==> config.mk <==
export PLATFORM = sky130hd
export DESIGN_NAME = otp_cfg_bank
export DESIGN_NICKNAME = d
export VERILOG_FILES = /design/src/rtl/otp_cfg_pkg.sv /design/src/rtl/otp_cfg_ctrl.sv /design/src/rtl/otp_cfg_dp.sv /design/src/rtl/otp_cfg_bank.sv
export SDC_FILE = /design/constraint.sdc
export NUM_CORES = 1
export LEC_CHECK = 0
export BUFFER_PORTS_ARGS = -buffer_cell sky130_fd_sc_hd__buf_2
export CORE_MARGIN = 5
export CORE_UTILIZATION = 55
export DETAILED_ROUTE_END_ITERATION = 6
export PLACE_DENSITY = 0.79
export SYNTH_ARGS = -nofsm -noshare
export SYNTH_HDL_FRONTEND = slang
export SYNTH_HIERARCHICAL = 1
export SYNTH_SLANG_ARGS = --single-unit
==> constraint.sdc <==
create_clock -name clk -period 2 [get_ports clk]
set_input_delay 0.1 -clock clk [delete_from_list [all_inputs] [get_ports clk]]
set_output_delay 0.1 -clock clk [all_outputs]
set_load 0.1 [all_outputs]
==> src/rtl/otp_cfg_pkg.sv <==
package otp_cfg_pkg;

  localparam int WORD_W      = 32;
  localparam int NUM_WORDS   = 3;
  localparam int OFFS_W      = 8;
  localparam int LOCK_BIT    = WORD_W - 1;
  localparam int DBG_WORD    = 0;
  localparam int DBG_KEEP_HI = 1;   // must be 1 for debug access
  localparam int DBG_KEEP_LO = 0;   // must be 0 for debug access
  localparam int USER_BASE   = 16;  // first user word at byte 0x10
  localparam int WORD_BYTES  = 4;

  // Strobes handed from control to datapath each cycle
  typedef struct packed {
    logic [NUM_WORDS-1:0] wrSel;    // accepted write, one bit per word
    logic                 wrReject; // write hit a locked word
    logic                 dbgLoad;  // resample the debug condition
  } ctrlStrobes_t;

  function automatic logic [OFFS_W-1:0] wordOffset(input int idx);
    int byteOffs;
    if (idx == DBG_WORD) byteOffs = 0;
    else                 byteOffs = USER_BASE + WORD_BYTES * (idx - 1);
    return OFFS_W'(byteOffs);
  endfunction

  function automatic logic [WORD_W-1:0] eraseValue(input int idx);
    logic [WORD_W-1:0] v;
    v = '1;
    if (idx == DBG_WORD) v[DBG_KEEP_LO] = 1'b0;
    return v;
  endfunction

endpackage

==> src/rtl/otp_cfg_ctrl.sv <==
module otp_cfg_ctrl
  import otp_cfg_pkg::*;
(
  input  logic                 factoryErase,
  input  logic                 powerUp,
  input  logic                 wrEn,
  input  logic [OFFS_W-1:0]    wrAddr,
  input  logic [NUM_WORDS-1:0] blankFlags,
  output ctrlStrobes_t         strobes
);

  logic [NUM_WORDS-1:0] addrHit;
  logic                 busQuiet;
  logic                 wrLive;

  genvar g;
  generate
    for (g = 0; g < NUM_WORDS; g++) begin : g_dec
      assign addrHit[g] = (wrAddr == wordOffset(g));
    end
  endgenerate

  // Erase and power-up own the cycle; the bus is dead then
  assign busQuiet = factoryErase | powerUp;
  assign wrLive   = wrEn & ~busQuiet;

  always_comb begin
    strobes          = '0;
    strobes.wrSel    = wrLive ? (addrHit & blankFlags) : '0;
    strobes.wrReject = wrLive & (|(addrHit & ~blankFlags));
    strobes.dbgLoad  = powerUp & ~factoryErase;
  end

endmodule

==> src/rtl/otp_cfg_dp.sv <==
module otp_cfg_dp
  import otp_cfg_pkg::*;
(
  input  logic                 clk,
  input  logic                 factoryErase,
  input  ctrlStrobes_t         strobes,
  input  logic [WORD_W-1:0]    wrData,
  input  logic [OFFS_W-1:0]    rdAddr,
  output logic [WORD_W-1:0]    rdData,
  output logic [NUM_WORDS-1:0] blankFlags,
  output logic                 wrErr,
  output logic                 debugEnable
);

  logic [WORD_W-1:0] words [NUM_WORDS];
  logic              dbgOpen;

  genvar g;
  generate
    for (g = 0; g < NUM_WORDS; g++) begin : g_word
      always_ff @(posedge clk) begin
        if (factoryErase)
          words[g] <= eraseValue(g);
        else if (strobes.wrSel[g])
          words[g] <= {1'b0, wrData[WORD_W-2:0]};
      end
      assign blankFlags[g] = words[g][LOCK_BIT];

      // a locked word never moves until erase
      p_locked_stable_r4: assert property (@(posedge clk) disable iff (factoryErase)
        !words[g][LOCK_BIT] |=> $stable(words[g]));
      // accepted write lands with the lock flag cleared
      p_accept_store_r3: assert property (@(posedge clk) disable iff (factoryErase)
        strobes.wrSel[g] |=> (words[g] == {1'b0, $past(wrData[WORD_W-2:0])}));
      // power-up leaves storage untouched
      p_pu_keeps_r7: assert property (@(posedge clk) disable iff (factoryErase)
        strobes.dbgLoad |=> $stable(words[g]));
    end
  endgenerate

  assign dbgOpen = words[DBG_WORD][DBG_KEEP_HI] & ~words[DBG_WORD][DBG_KEEP_LO];

  always_ff @(posedge clk) begin
    if (factoryErase)         debugEnable <= 1'b0;
    else if (strobes.dbgLoad) debugEnable <= dbgOpen;
  end

  always_ff @(posedge clk) begin
    if (factoryErase) wrErr <= 1'b0;
    else              wrErr <= strobes.wrReject;
  end

  always_comb begin
    rdData = '0;
    for (int i = 0; i < NUM_WORDS; i++)
      if (rdAddr == wordOffset(i)) rdData = words[i];
  end

  // no drift of the debug output between pulses
  p_dbg_hold_r6: assert property (@(posedge clk) disable iff (factoryErase)
    !strobes.dbgLoad |=> $stable(debugEnable));
  // pulse samples the stored control bits
  p_dbg_load_r5: assert property (@(posedge clk) disable iff (factoryErase)
    strobes.dbgLoad |=> (debugEnable ==
      ($past(words[DBG_WORD][DBG_KEEP_HI]) && !$past(words[DBG_WORD][DBG_KEEP_LO]))));

endmodule

==> src/rtl/otp_cfg_bank.sv <==
module otp_cfg_bank
  import otp_cfg_pkg::*;
(
  input  logic              clk,
  input  logic              factoryErase,
  input  logic              powerUp,
  input  logic              wrEn,
  input  logic [OFFS_W-1:0] wrAddr,
  input  logic [WORD_W-1:0] wrData,
  input  logic [OFFS_W-1:0] rdAddr,
  output logic [WORD_W-1:0] rdData,
  output logic              wrErr,
  output logic              debugEnable
);

  ctrlStrobes_t         strobes;
  logic [NUM_WORDS-1:0] blankFlags;

  otp_cfg_ctrl u_ctrl (
    .factoryErase (factoryErase),
    .powerUp      (powerUp),
    .wrEn         (wrEn),
    .wrAddr       (wrAddr),
    .blankFlags   (blankFlags),
    .strobes      (strobes)
  );

  otp_cfg_dp u_dp (
    .clk          (clk),
    .factoryErase (factoryErase),
    .strobes      (strobes),
    .wrData       (wrData),
    .rdAddr       (rdAddr),
    .rdData       (rdData),
    .blankFlags   (blankFlags),
    .wrErr        (wrErr),
    .debugEnable  (debugEnable)
  );

  // a bus write to the locked debug word yields an error pulse
  p_reject_pulse_r4: assert property (@(posedge clk) disable iff (factoryErase)
    (wrEn && !powerUp && wrAddr == wordOffset(DBG_WORD) && !blankFlags[DBG_WORD]) |=> wrErr);
  // the error pulse only follows a live bus write
  p_err_cause_r9: assert property (@(posedge clk) disable iff (factoryErase)
    wrErr |-> ($past(wrEn) && !$past(powerUp)));

endmodule

==> Word level (Yosys, flattened, before mapping) <==
Memory sizes are Yosys's and may differ from the RTL's.
Index checks and enable logic that the tools add are counted.
{ "op_classes": {"n_eq_ne": 4, "n_mux": 18, "bitwise_logic": 14, "n_reduce_logical": 3} }
{ "ops": {"columns": ["cell", "n"], "rows": [
  ["2-to-1 mux 32 bit", 6],
  ["equality test 8 x 5 -> 1 bit, second input constant", 4],
  ["logical NOT 8 bit", 2],
  ["2-to-1 mux 1 bit", 11],
  ["AND 3 bit", 2],
  ["AND 1 bit", 4],
  ["OR 1 bit", 4],
  ["2-to-1 mux 3 bit", 1],
  ["NOT 1 bit", 3],
  ["NOT 3 bit", 1],
  ["OR reduction 3 bit", 1]
]} }
{ "word_totals": {"regBits": 2, "mem_bits_rw": 96, "in_bits": 52, "output_inout_bits": 34, "elab_cells": 42, "memories": 1} }
{ "memory_table": {"columns": ["name", "depth", "word_bits", "rd", "rd_clocked_by_memory_dff", "write_ports", "line", "rtl"], "rows": [
  ["u_dp.words", 3, 32, 3, 0, 3, "otp_cfg_dp.sv:15", "logic [WORD_W-1:0] words [NUM_WORDS];"]
]} }

==> Longest topological paths before layout <==
{ "logic_depth": {"ltp_word": 8, "depth_mapped": 6, "depth_no_buf": 5} }

==> Hierarchy <==
Netlist, hierarchy kept.
{ "by_module_without_submodules": {"columns": ["mod", "n_inst", "cells_each", "area_each_um2", "seq_area_each_um2"], "rows": [
  ["otp_cfg_dp", 1, 335, 4820.9, 2912.8],
  ["otp_cfg_ctrl", 1, 16, 106.4, 0.0]
]} }

==> Least setup slack after synthesis <==
Ideal clock, no wire load.
{ "synth_path": {"kind": "input to output", "from": "input port rdAddr[4]", "to": "output port rdData[10]", "arrival_time_ps": 1965, "required_time_ps": 1900, "setup_slack_ps": -65, "path_stages": 5, "n_path_buf": 2, "cell_sequence": "buf_2 -> nor2_4 -> clkbuf_4 -> a22oi_2 -> nor2_1"} }
{ "synth_via": {"elab_chain_len": 4, "word_cells_on_any_way": 6, "cone_classes": "eq/ne: 2; mux: 3; reduce/logical: 1"} }
{ "synth_rtl": {"columns": ["element", "line", "rtl"], "rows": [
  ["start: declaration", "otp_cfg_bank.sv:10", "input logic [OFFS_W-1:0] rdAddr,"],
  ["logical NOT 8 bit", "otp_cfg_dp.sv:56", "if (rdAddr == wordOffset(i)) rdData = words[i];"],
  ["2-to-1 mux 32 bit (2 in series)", "otp_cfg_dp.sv:56", null],
  ["2-to-1 mux 32 bit *", "otp_cfg_dp.sv:56", null],
  ["end: declaration", "otp_cfg_bank.sv:11", "output logic [WORD_W-1:0] rdData,"]
]} }
Every way passes the cells marked *; elsewhere a longest branch is shown, timed or not.

==> metrics.txt <==
Synth Area per Inst=14.0 um2; worst slew pin tran=0.554 ns; die area=0.0110 mm2; Pwr per Cell Area=662 mW/mm2; Synth cell types=31; total CTS buffers=9; worst setup margin=0.342 ns; fmax=603 MHz; Post-Synth Adder-Cell Area=0; Pins Over Slew Limit=0; Post-DRT Antenna Nets=0; VDD IR-drop max=415 uV; I/O Buffers=84; main combinational cell family by area after synthesis=simple AND/OR/NAND/NOR gates; Inst Count DP=528; Worst Clk Skew=0.00740 ns; Slew headroom=0.631; Final Util=0.714; Hold Crit Class=primary input to flip-flop; placement row count=34; Worst Setup End Kind=output port; RSZ-0062 raised after global routing=no; clk sinks=98; # resized after CTS=0; CP Launch Point=u_dp/words[1][3]; critical path class=flip-flop to output port; layout cells sized above 1=0.472; fin nets=483; CTS max path bufs=2; initial antenna violation count=0; largest net degree at the start of global routing=41; critical path fanouts, max=1; Setup Buffers After CTS=0; Crit path required time=1.90 ns; Wirelength per Cell=18.5 um; GPL Wtd Cong=0.768; Post-Synth XOR/XNOR Area=0; sequential fraction of the synthesis area=0.591; clock-pin slew on the worst setup and hold paths=0.09 ns; slowest CP cell=edfxtp_1; synthesized flop and latch total=98; die width=105 um; post-route insts no fill=544; Simple-Gate Fraction of Synth Area=0.144; io pins=86; CP cell instances=mux2_2 -> a22oi_1 -> nor2_1 -> buf_12; Initial DRC Count=128; vias per std cell=5.62; vias in the first global route=3256; Mapped Area=0.00493 mm2; area delta synth->final=26.5%; Root Driver=clkbuf_8; status=completed; H-tree depth=3; Max-cap violations=0; final hold vios=0; # hold bufs at CTS=0; Core ar.=0.00872 mm2; total grt overflow=0; via count of the routed design=3055; pre-CTS WS=0.257 ns; HP Start=wrData[27]; Reg-to-Reg Start=u_dp/words[1][31]; DP HPWL=6520 um; Starting Density=0.565; # DRC=0; complex-gate fraction of the synthesized area=0.130; Worst path max stage delay=0.38 ns; min cycle time layout=1.66 ns; post-synthesis cell count=351; Final Cycle Share=0.829; Total GRT Usage=0.189; antenna cells=0; global-route wire length before repair=16400 um; Vert. Die Dim=105 um; worst-skew pair later-pin latency=0.36 ns; Synthesized Nets=403; 1st-pass router iterations=4; Post-Route WL=10100 um; crit path DAT=1.56 ns; CP Launch Type=flip-flop; CTS tree=done; post-synthesis mux area share=0.0960; leakage power=2.18 nW; final setup fails=0; Warnings, synthesis=6
## metal layers
| metal | track usage | share of wire | vias to the layer above |
|---|---|---|---|
| met4 | 0.0694 | 0.018 | 0 |
| met5 | 0 | 0 | - |
| met3 | 0.0327 | 0.057 | 16 |
| li1 | - | - | 1432 |
| met2 | 0.339 | 0.53 | 109 |
| met1 | 0.229 | 0.39 | 1498 |
## per-stage QoR
step / TNS, ns / hold slack, ns / cell area [um2] / power [W]
2_1_floorplan: -0.583 / 0.272 / 4980 / 0.00268
3_3_place_gp: 0 / 0.380 / 6020 / 0.00282
3_5_place_dp: 0 / 0.390 / 6020 / 0.00284
4_1_cts: 0 / 0.0142 / 6230 / 0.00414
5_1_grt: 0 / 0.0166 / 6230 / 0.00427
6_report: 0 / 0.0263 / 6230 / 0.00413
## final timing paths
check	end	slack (ns)	depth (start not counted)
setup / recovery	rdData[3]	0.34	4
hold / removal	u_dp/words[0][27]	0.03	2
setup reg to reg	u_dp/words[1][7]	0.46	5
hold reg to reg	u_dp/debugEnable	0.47	2
## where the power goes
part / switching [W] / total, W / internal, W
sequential: 0.0000158 / 0.00232 / 0.00230
combinational: 0.000248 / 0.000468 / 0.000220
clock: 0.000644 / 0.00134 / 0.000697
## sequential cells by signal, summed over array words and instances (netlist names)
signal            count
u_dp/debugEnable      1
u_dp/wrErr            1
u_dp/words           96
## cells in the final DEF (no fill, tap or decap), types with 11 or more instances in the layout
cell,count
a21o_1,32
a22oi_2,30
buf_12,37
buf_2,52
buf_4,11
edfxtp_1,95
mux2_4,30
nand2b_1,49
nor2_1,14
nor2_2,22
or2b_1,14
## layout make-up
type	instances	area [um2]
well taps	108	135
repair buffers	100	1080
fillers	559	2490
clock inverters	6	81.3
inverters	3	11.3
clock buffers	10	128
flip-flops and latches	98	2910
multi-input cells	219	1880
## synthesized netlist by cell type (all sizes together)
library cell / instances / area share
or2b: 14 / 0.021
nor4: 3 / 0.0081
edfxtp: 95 / 0.58
nand3b: 1 / 0.0015
dfxtp: 3 / 0.012
nor3: 1 / 0.0010
inv: 3 / 0.0023
nand2: 3 / 0.0023
and2: 1 / 0.0013
mux2: 32 / 0.096
a21o: 32 / 0.049
nand2b: 49 / 0.062
a22oi: 32 / 0.079
buf: 17 / 0.024
nand3: 2 / 0.0020
a21oi: 2 / 0.0020
nor2b: 5 / 0.0074
clkbuf: 14 / 0.013
nand4b: 1 / 0.0018
or2: 3 / 0.0038
nor2: 37 / 0.030
nand4: 1 / 0.0013
## critical path: cells and delay by family, from the launching register on
family | cells | cell delay [ns]
AND/OR/NAND/NOR | 1 | 0.11
buffers and inverters | 1 | 0.20
AO/OA/AOI/OAI | 1 | 0.24
multiplexers | 1 | 0.27
flip-flops | 1 | 0.38
## kinds of logic (layout without fill, tap and decap cells)
logic type / Yosys count / count (layout)
and+or+nand+nor: 121 / 121
DFF: 98 / 98
AOI/OAI and AO/OA: 66 / 66
muxes: 32 / 32
buffers and inverters: 34 / 119
Power figures use the tool's default switching activity.
